### src/rtl/iil_pkg.sv
package iil_pkg;

  typedef enum logic [2:0] {
    OPC_ALUI   = 3'd0,
    OPC_LOAD   = 3'd1,
    OPC_FDIV   = 3'd2,
    OPC_FMUL   = 3'd3,
    OPC_FADD   = 3'd4,
    OPC_ISUB   = 3'd5,
    OPC_STORE  = 3'd6,
    OPC_BRANCH = 3'd7
  } opc_e;

  function automatic int imax(input int a, input int b);
    return (a > b) ? a : b;
  endfunction

endpackage

### src/rtl/iil_lat_decode.sv
module iil_lat_decode
  import iil_pkg::*;
#(
  parameter int CNT_W      = 4,
  parameter int LAT_ALUI   = 0,
  parameter int LAT_LOAD   = 4,
  parameter int LAT_FDIV   = 12,
  parameter int LAT_FMUL   = 5,
  parameter int LAT_FADD   = 1,
  parameter int LAT_ISUB   = 1,
  parameter int LAT_STORE  = 1,
  parameter int LAT_BRANCH = 0
) (
  input  opc_e             op,
  output logic [CNT_W-1:0] lat
);

  always_comb begin
    unique case (op)
      OPC_ALUI:   lat = CNT_W'(LAT_ALUI);
      OPC_LOAD:   lat = CNT_W'(LAT_LOAD);
      OPC_FDIV:   lat = CNT_W'(LAT_FDIV);
      OPC_FMUL:   lat = CNT_W'(LAT_FMUL);
      OPC_FADD:   lat = CNT_W'(LAT_FADD);
      OPC_ISUB:   lat = CNT_W'(LAT_ISUB);
      OPC_STORE:  lat = CNT_W'(LAT_STORE);
      OPC_BRANCH: lat = CNT_W'(LAT_BRANCH);
      default:    lat = '0;
    endcase
  end

endmodule

### src/rtl/iil_scoreboard.sv
module iil_scoreboard #(
  parameter int NREG  = 32,
  parameter int CNT_W = 4,
  localparam int IDX_W = $clog2(NREG)
) (
  input  logic             clk,
  input  logic             rst_n,
  input  logic             ld_en,
  input  logic [IDX_W-1:0] ld_idx,
  input  logic [CNT_W-1:0] ld_val,
  output logic [NREG-1:0]  pending
);

  // register 0 is hard-wired ready
  assign pending[0] = 1'b0;

  for (genvar r = 1; r < NREG; r++) begin : g_reg
    logic [CNT_W-1:0] cnt_q;
    logic [CNT_W-1:0] cnt_d;
    logic             hit;
    logic             cnt_ce;

    assign hit = ld_en && (ld_idx == IDX_W'(r));

    always_comb begin
      cnt_ce = hit || (cnt_q != '0);
      cnt_d  = cnt_q;
      if (hit) begin
        cnt_d = ld_val;
      end else if (cnt_q != '0) begin
        cnt_d = cnt_q - CNT_W'(1);
      end
    end

    always_ff @(posedge clk or negedge rst_n) begin
      if (!rst_n) begin
        cnt_q <= '0;
      end else if (cnt_ce) begin
        cnt_q <= cnt_d;
      end
    end

    assign pending[r] = (cnt_q != '0);
  end

endmodule

### src/rtl/iil_issue_ctl.sv
module iil_issue_ctl #(
  parameter int NREG = 32,
  localparam int IDX_W = $clog2(NREG)
) (
  input  logic             clk,
  input  logic             rst_n,
  input  logic             in_valid,
  input  logic [IDX_W-1:0] src_a,
  input  logic             src_a_use,
  input  logic [IDX_W-1:0] src_b,
  input  logic             src_b_use,
  input  logic             is_branch,
  input  logic             br_taken,
  input  logic [NREG-1:0]  pending,
  output logic             stall,
  output logic             issue_valid
);

  logic hazard;
  logic slot_q;
  logic slot_d;

  always_comb begin
    hazard      = (src_a_use && pending[src_a]) || (src_b_use && pending[src_b]);
    stall       = slot_q || (in_valid && hazard);
    issue_valid = in_valid && rst_n && !stall;
    slot_d      = issue_valid && is_branch && br_taken;
  end

  always_ff @(posedge clk or negedge rst_n) begin
    if (!rst_n) begin
      slot_q <= 1'b0;
    end else begin
      slot_q <= slot_d;
    end
  end

endmodule

### src/rtl/iil_cycle_ctr.sv
module iil_cycle_ctr #(
  parameter int CYC_W = 16
) (
  input  logic             clk,
  input  logic             rst_n,
  output logic [CYC_W-1:0] count
);

  logic [CYC_W-1:0] count_d;

  always_comb begin
    count_d = count + CYC_W'(1);
  end

  always_ff @(posedge clk or negedge rst_n) begin
    if (!rst_n) begin
      count <= '0;
    end else begin
      count <= count_d;
    end
  end

endmodule

### src/rtl/issue_interlock.sv
module issue_interlock
  import iil_pkg::*;
#(
  parameter int NREG       = 32,
  parameter int CYC_W      = 16,
  parameter int LAT_ALUI   = 0,
  parameter int LAT_LOAD   = 4,
  parameter int LAT_FDIV   = 12,
  parameter int LAT_FMUL   = 5,
  parameter int LAT_FADD   = 1,
  parameter int LAT_ISUB   = 1,
  parameter int LAT_STORE  = 1,
  parameter int LAT_BRANCH = 0,
  localparam int IDX_W   = $clog2(NREG),
  localparam int MAX_LAT = imax(imax(imax(LAT_ALUI, LAT_LOAD), imax(LAT_FDIV, LAT_FMUL)),
                                imax(imax(LAT_FADD, LAT_ISUB), imax(LAT_STORE, LAT_BRANCH))),
  localparam int CNT_W   = (MAX_LAT < 1) ? 1 : $clog2(MAX_LAT + 1)
) (
  input  logic             clk,
  input  logic             rst_n,
  input  logic             in_valid,
  input  logic [2:0]       op_class,
  input  logic [IDX_W-1:0] dst_reg,
  input  logic             dst_use,
  input  logic [IDX_W-1:0] src_a,
  input  logic             src_a_use,
  input  logic [IDX_W-1:0] src_b,
  input  logic             src_b_use,
  input  logic             br_taken,
  output logic             issue_valid,
  output logic             stall,
  output logic [CYC_W-1:0] cycle_count
);

  // reset: asynchronous assert, synchronous release
  logic rst_meta_q;
  logic rst_q_n;

  always_ff @(posedge clk or negedge rst_n) begin
    if (!rst_n) begin
      rst_meta_q <= 1'b0;
      rst_q_n    <= 1'b0;
    end else begin
      rst_meta_q <= 1'b1;
      rst_q_n    <= rst_meta_q;
    end
  end

  opc_e             op;
  logic [CNT_W-1:0] lat;
  logic [NREG-1:0]  pending;
  logic             ld_en;
  logic             is_branch;

  assign op        = opc_e'(op_class);
  assign is_branch = (op == OPC_BRANCH);
  assign ld_en     = issue_valid && dst_use && (dst_reg != '0);

  iil_lat_decode #(
    .CNT_W     (CNT_W),
    .LAT_ALUI  (LAT_ALUI),
    .LAT_LOAD  (LAT_LOAD),
    .LAT_FDIV  (LAT_FDIV),
    .LAT_FMUL  (LAT_FMUL),
    .LAT_FADD  (LAT_FADD),
    .LAT_ISUB  (LAT_ISUB),
    .LAT_STORE (LAT_STORE),
    .LAT_BRANCH(LAT_BRANCH)
  ) u_lat (
    .op (op),
    .lat(lat)
  );

  iil_scoreboard #(
    .NREG (NREG),
    .CNT_W(CNT_W)
  ) u_sb (
    .clk    (clk),
    .rst_n  (rst_q_n),
    .ld_en  (ld_en),
    .ld_idx (dst_reg),
    .ld_val (lat),
    .pending(pending)
  );

  iil_issue_ctl #(
    .NREG(NREG)
  ) u_ctl (
    .clk        (clk),
    .rst_n      (rst_q_n),
    .in_valid   (in_valid),
    .src_a      (src_a),
    .src_a_use  (src_a_use),
    .src_b      (src_b),
    .src_b_use  (src_b_use),
    .is_branch  (is_branch),
    .br_taken   (br_taken),
    .pending    (pending),
    .stall      (stall),
    .issue_valid(issue_valid)
  );

  iil_cycle_ctr #(
    .CYC_W(CYC_W)
  ) u_ctr (
    .clk  (clk),
    .rst_n(rst_q_n),
    .count(cycle_count)
  );

endmodule

### config.mk
export PLATFORM = sky130hd
export DESIGN_NAME = issue_interlock
export DESIGN_NICKNAME = d
export VERILOG_FILES = /design/src/rtl/iil_pkg.sv /design/src/rtl/iil_lat_decode.sv /design/src/rtl/iil_scoreboard.sv /design/src/rtl/iil_issue_ctl.sv /design/src/rtl/iil_cycle_ctr.sv /design/src/rtl/issue_interlock.sv
export SDC_FILE = /design/constraint.sdc
export NUM_CORES = 1
export LEC_CHECK = 0
export BUFFER_PORTS_ARGS = -buffer_cell sky130_fd_sc_hd__buf_2
export CORE_AREA = 2 2 147 163
export CTS_BUF_LIST = sky130_fd_sc_hd__clkbuf_4 sky130_fd_sc_hd__clkbuf_8
export CTS_CLUSTER_DIAMETER = 120
export DETAILED_ROUTE_END_ITERATION = 8
export DIE_AREA = 0 0 149 165
export SYNTH_ARGS = -nofsm -noshare
export SYNTH_HDL_FRONTEND = slang
export SYNTH_SLANG_ARGS = --single-unit
### constraint.sdc
create_clock -name clk -period 5.38 [get_ports clk]
set_clock_uncertainty 0.2 [all_clocks]
set_input_delay 0.807 -clock clk [delete_from_list [all_inputs] [get_ports clk]]
set_output_delay 0.807 -clock clk [all_outputs]
set_load 0.01 [all_outputs]
## Yosys cells after proc, flatten, opt, wreduce, memory -nomap -nowiden

Memories as Yosys holds them, arrays and structs flattened.
Cells that the tools add are included.

| storage, ports and cells | value |
|---|---|
| register bits | 143 |
| latch bits | 0 |
| RAM bits | 0 |
| ROM bits | 24 |
| bits of input ports | 25 |
| output and inout bits | 18 |
| logic and storage cells | 336 |
| memories kept | 1 |

| operators by class | value |
|---|---|
| add/sub/neg operators | 32 |
| $mul | 0 |
| divide/modulo/power cells | 0 |
| magnitude comparators | 2 |
| eq/ne operators | 32 |
| shift-type cells | 0 |
| multiplexer cells | 66 |
| bitwise operators | 0 |
| reductions and logical operators | 168 |

Memories:

| name | words | width | read ports | clocked after Yosys merged registers in | wr ports | RTL line | source |
|---|---|---|---|---|---|---|---|
| (no name shown) | 8 | 3 | 1 | 0 | 0 | iil_lat_decode.sv:19 | `unique case (op)` |

Operator list:

| cell | number |
|---|---|
| $mux 4 | 62 |
| $reduce_bool 4->1 | 31 |
| $sub 4x1->4 const B | 31 |
| $eq 5x5->1 const B | 16 |
| $reduce_and 2->1 | 31 |
| $reduce_bool 2->1 | 31 |
| $eq 5x4->1 const B | 8 |
| $logic_and 1x1->1 | 40 |
| $logic_or 1x1->1 | 33 |
| $eq 5x3->1 const B | 4 |
| $add 16x1->16 const B | 1 |
| $lt 5x6->1 const B | 2 |
| $bmux 1 s5 | 2 |
| $eq 5x2->1 const B | 2 |
| $eq 5x1->1 const B | 1 |
| $reduce_bool 5->1 | 1 |
| $eq 3x3->1 const B | 1 |
| $mux 1 | 2 |
| $logic_not 1->1 | 1 |

## Logic depth before layout (Yosys ltp)

| logic depth | value |
|---|---|
| word-level depth | 14 |
| mapped depth | 11 |

## By module

Synthesis repeated with hierarchy kept, for this count alone.

| unflattened totals | value |
|---|---|
| cells, all modules | 839 |
| area, all modules | 9,276.4 um^2 |

Modules (own cells, without submodules):

| module | times used | cells each | area an instance (um^2) | seq. area each (um^2) |
|---|---|---|---|---|
| iil_scoreboard | 1 | 712 | 7,791.2 | 3,103.0 |
| iil_cycle_ctr | 1 | 57 | 701.9 | 400.4 |
| iil_issue_ctl | 1 | 57 | 668.1 | 25.0 |
| issue_interlock | 1 | 6 | 76.3 | 50.0 |
| iil_lat_decode | 1 | 7 | 38.8 | 0.0 |

## Least setup slack after synthesis

Ideal clock, no wire load.

| timing | value |
|---|---|
| path type | register to register |
| from | register rst_q_n |
| to | register u_sb.g_reg[13].cnt_q[2] |
| library setup time | 0.079 ns |
| data arrival time | 5.996 ns |
| data required time | 5.101 ns |
| setup slack | -0.895 ns |
| cell stages (with the launch flop) | 6 |
| period minus slack after synthesis | 6.275 ns |
| cells stage by stage | dfrtp_1 nand3b_1 nor3_4 and4_1 buf_2 mux2i_1 |

| between the ends | value |
|---|---|
| word-level cells in the longest chain between the ends | 7 |
| elaborated cells between the ends (all ways) | 9 |
| those cells by class | 1 x mux; 8 x reduce/logical |

RTL lines:

| element | RTL line | source |
|---|---|---|
| start: declaration | issue_interlock.sv:37 | `logic rst_q_n;` |
| start signal: assignment | issue_interlock.sv:45 | `rst_q_n <= rst_meta_q;` |
| $logic_and 1x1->1 * (2 in series) | iil_issue_ctl.sv:26 | `issue_valid = in_valid && rst_n && !stall;` |
| $logic_and 1x1->1 * (2 in series) | issue_interlock.sv:57 | `assign ld_en = issue_valid && dst_use && (dst_reg != '0);` |
| $logic_and 1x1->1 * | iil_scoreboard.sv:23 | `assign hit = ld_en && (ld_idx == IDX_W'(r));` |
| $reduce_bool 2->1 (no line) or $logic_or 1x1->1 (tied branches) | - |  |
| $reduce_and 2->1 (no line) | - |  |
| end signal: assignment | iil_scoreboard.sv:39 | `cnt_q <= cnt_d;` |
| end: declaration | iil_scoreboard.sv:18 | `logic [CNT_W-1:0] cnt_q;` |

Mark *: on every way between the ends. The rest lies on a longest branch, timed or not.
A chain may end at the register's enable or synchronous reset.

## Worst setup path after layout

| timing | value |
|---|---|
| from | register u_sb.g_reg[3].cnt_q[0] |
| to | output port stall |

| between the ends | value |
|---|---|
| word-level cells in the longest chain between the ends | 7 |
| elaborated cells between the ends (all ways) | 10 |
| those cells by class | 4 x mux; 6 x reduce/logical |

RTL lines:

| element | RTL line | source |
|---|---|---|
| start: declaration | iil_scoreboard.sv:18 |  |
| start signal: assignment | iil_scoreboard.sv:39 |  |
| $reduce_bool 4->1 * | iil_scoreboard.sv:43 | `assign pending[r] = (cnt_q != '0);` |
| $bmux 1 s5 | iil_issue_ctl.sv:24 | `hazard = (src_a_use && pending[src_a]) \|\| (src_b_use && pending[src_b]);` |
| $mux 1 (not written as such) | iil_issue_ctl.sv:24 |  |
| $logic_and 1x1->1 | iil_issue_ctl.sv:24 |  |
| $logic_or 1x1->1 * | iil_issue_ctl.sv:24 |  |
| $logic_and 1x1->1 * | iil_issue_ctl.sv:25 | `stall = slot_q \|\| (in_valid && hazard);` |
| $logic_or 1x1->1 * | iil_issue_ctl.sv:25 |  |
| end: declaration | issue_interlock.sv:31 | `output logic stall,` |

Mark *: on every way between the ends. The rest lies on a longest branch, timed or not. The select of a mux whose other input is x is not followed.

==> impl_metrics.toml <==
[outcome]
outcome = "finished clean"

[placement]
hpwl_um = 13380
dpl.cell_count = 1186
port-buffer-count = 42
place_congestion = 0.7989
pre_cts_slack_ns = 1.579
place_area_mm2 = 0.009549

[flow_run]
cap_violations = 0

[logic_synthesis]
synthFlopType = "dfrtp_1"
synth_top_cell_area_share_pct = 39.60
synth.avg_cell_area_um2 = 10.45
synth.most_common_cell = "dfrtp_1"
seq_area_frac_synth_pct = 39.60
ys_ff_latch = 143
syn_area_mm2 = 0.009036
synth_common_cells = "143 x dfrtp_1, 114 x mux2i_1, 93 x inv_1, 57 x a21oi_1, 46 x nor3b_1"
synth_warnings = 0
synth_fp_nets = 922
synth.distinct_cells = 59
yosysTopAreaCell = "dfrtp_1"
synth-edff-count = 0
synth_cells = 865
synthArstFlopShare_pct = 100.0
synth_area_leaders = "dfrtp_1 40%, mux2i_1 13%, nand4_4 6.8%"

[sta]
finalSetupTns_ns = 0
hold_ws_ns = 0.1065
rsz0062_at_grt = "false"
drv_slew = 0
min_period_ns = 4.043
period_share_pct = 75.15
finalHoldViolCount = 0
worst_pin_slew_ns = 1.085
setup_slack_ns = 1.337
fmax_mhz = 247.3
finalSetupViolCount = 0
maxSlewHeadroom_pct = 27.58

[detailed_routing]
dr.first_iter.drc_count = 280
wirelength_um = 18920
detail_route.wl_per_cell_um = 15.52
vias = 6320
antenna_left = 0
routed_via_density = 5.185
dr.pass1.iters = 5
drc_errors = 0

[setup_path]
crit_required_ns = 4.37
cp-start-kind = "flip-flop"
cp_top_family = "simple AND/OR/NAND/NOR gates"
critPathKind = "flip-flop to output pin"
critPathMaxStageDelay_ns = 0.45
rrSetupSlack_ns = 1.61
reg2reg_to = "u_sb.g_reg[13].cnt_q[0]"
crit_chain = "inv_1, ha_1, or3b_1, mux2_2, a311o_1, o32a_1, o311ai_4, nand2_4, or2_1, buf_2"
critPathSlowestCell = "or3b_1"
end_kind = "output pin"
cp_num_buf_inv = 2
r2r-start = "u_sb.g_reg[3].cnt_q[0]"
critPathMaxFanout = 4
worstPathArrival_ns = 3.04
reg2reg_depth = 10

[die]
die_w_um = 149
core_mm2 = 0.02279
num_rows = 58
die_y_um = 165
die_area_mm2 = 0.02459
start_util_pct = 39.66
io_pins = 43

[worst_hold_path]
holdCritPathClass = "flip-flop to async pin"

[cells_and_area]
instances_no_fill = 1219
n_fill_cell = 2195
area_growth_syn_to_layout_pct = 10.22
diodes = 0
drive_gt1_share_pct = 14.36
nets = 963
stdcell_area_mm2 = 0.009960
utilization_pct = 43.71

[global_route]
first_global_vias = 5988
antenna_found_initial = 0
grt_usage_pct = 16.17
grt_remaining_overflow = 0
grt_max_degree = 58
grt_pass1_wl_um = 30970

[power_and_ir_drop]
p_int_mw = 2.981
power_mw = 4.930
ir_worst_vdd_v = 0.0001977
switching_share_pct = 39.53
p_comb_share_pct = 44.2
power.leakage_nw = 4.779
p_per_area_mw_per_mm2 = 495.0
p_sw_mw = 1.949
seq_power_share_pct = 38.4
clkPwrFrac_pct = 17.4

[cts]
cts_buffer_depth = 2
h-tree-depth = 4
path_clk_slew_ns = 0.09
cts_buffers = 17
clk_latency_ns = 0.47
clock-sinks = 143
ctsResizeCount = 0
cts_tree = "yes"
cts-root-buf = "clkbuf_8"
hold_buffers = 1
cts_setup_buffers = 0
worst max path at each step:
stage                                       start                      end  slack (ns)  cells after the start
after global routing       u_sb.g_reg[6].cnt_q[0]                    stall        1.08                     10
after global placement                   src_b[2]                    stall        1.60                      8
final                      u_sb.g_reg[3].cnt_q[0]                    stall        1.34                     10
after CTS                 u_sb.g_reg[17].cnt_q[0]                    stall        1.27                     10
after floorplan                           rst_q_n  u_sb.g_reg[13].cnt_q[2]        0.99                      5
after detailed placement                 src_b[2]                    stall        1.58                      8
routing by layer:
metal	global-route usage [%]	wire, um
met5	0	0
met4	4.632	277
met3	3.177	621
met2	26.96	9064
met1	21.40	8959
worst register-to-register path, cell delays in order, from the launching register on:
cell      delay, ns
dfrtp_1        0.41
inv_1          0.07
ha_1           0.24
or3b_1         0.45
mux2_2         0.30
a311o_1        0.35
o32a_1         0.21
o311ai_4       0.11
buf_4          0.69
and4_1         0.46
mux2i_1        0.21
area by class of cell:
| class | instances | area, um^2 | share of cell area (%) |
|---|---|---|---|
| multi-input combinational | 600 | 4972 | 49.92 |
| sequential | 143 | 3582 | 35.97 |
| tap | 300 | 375.4 | 3.769 |
| inverter | 93 | 349.1 | 3.505 |
| timing repair buffer | 51 | 280.3 | 2.814 |
| clock buffer | 17 | 234.0 | 2.349 |
| clock inverter | 15 | 166.4 | 1.671 |
power by group through the flow:
stage / clock network (mW) / registers (mW) / logic, mW
final: 0.856 / 1.89 / 2.18
after global routing: 0.929 / 1.96 / 2.51
after CTS: 0.888 / 1.89 / 2.21
after detailed placement: 0 / 1.91 / 2.19
after global placement: 0 / 1.90 / 2.13
after floorplan: 0 / 1.83 / 1.83
state kept, by name, summed over array words and instances (netlist names):
register / cells
u_sb.g.cnt_q: 124
u_ctr.count: 16
rst_meta_q: 1
rst_q_n: 1
u_ctl.slot_q: 1
cell usage in the layout, fill, tap and decap left out, types with 7 or more instances in the layout:
master and count:
and2_1 24, nand2_1 44, nor2b_1 10, or3_1 35, nand3_1 8, nand2b_1 7, nor3_1 33, o21ai_0 20
mux2i_1 114, clkbuf_8 17, inv_1 93, buf_2 42, ha_1 32, nand4_4 29, nor2_1 19, nor3b_1 46
buf_4 8, dfrtp_1 142, a21oi_1 57, or3b_1 7, xnor2_1 39
logic make-up (layout without fill, tap and decap cells):
logic type | count (synthesis) | after routing | share of synthesized area (%)
xor gates and xnor gates | 46 | 46 | 4.459
DFF | 143 | 143 | 39.60
adders and majority gates | 32 | 32 | 4.431
buffers and inverters | 122 | 176 | 5.746
other | 1 | 1 | 0.04150
AOI/OAI and AO/OA | 110 | 110 | 7.450
muxes | 122 | 122 | 14.00
and+or+nand+nor | 289 | 289 | 24.27
No activity file was read; power rests on OpenSTA's default activity.
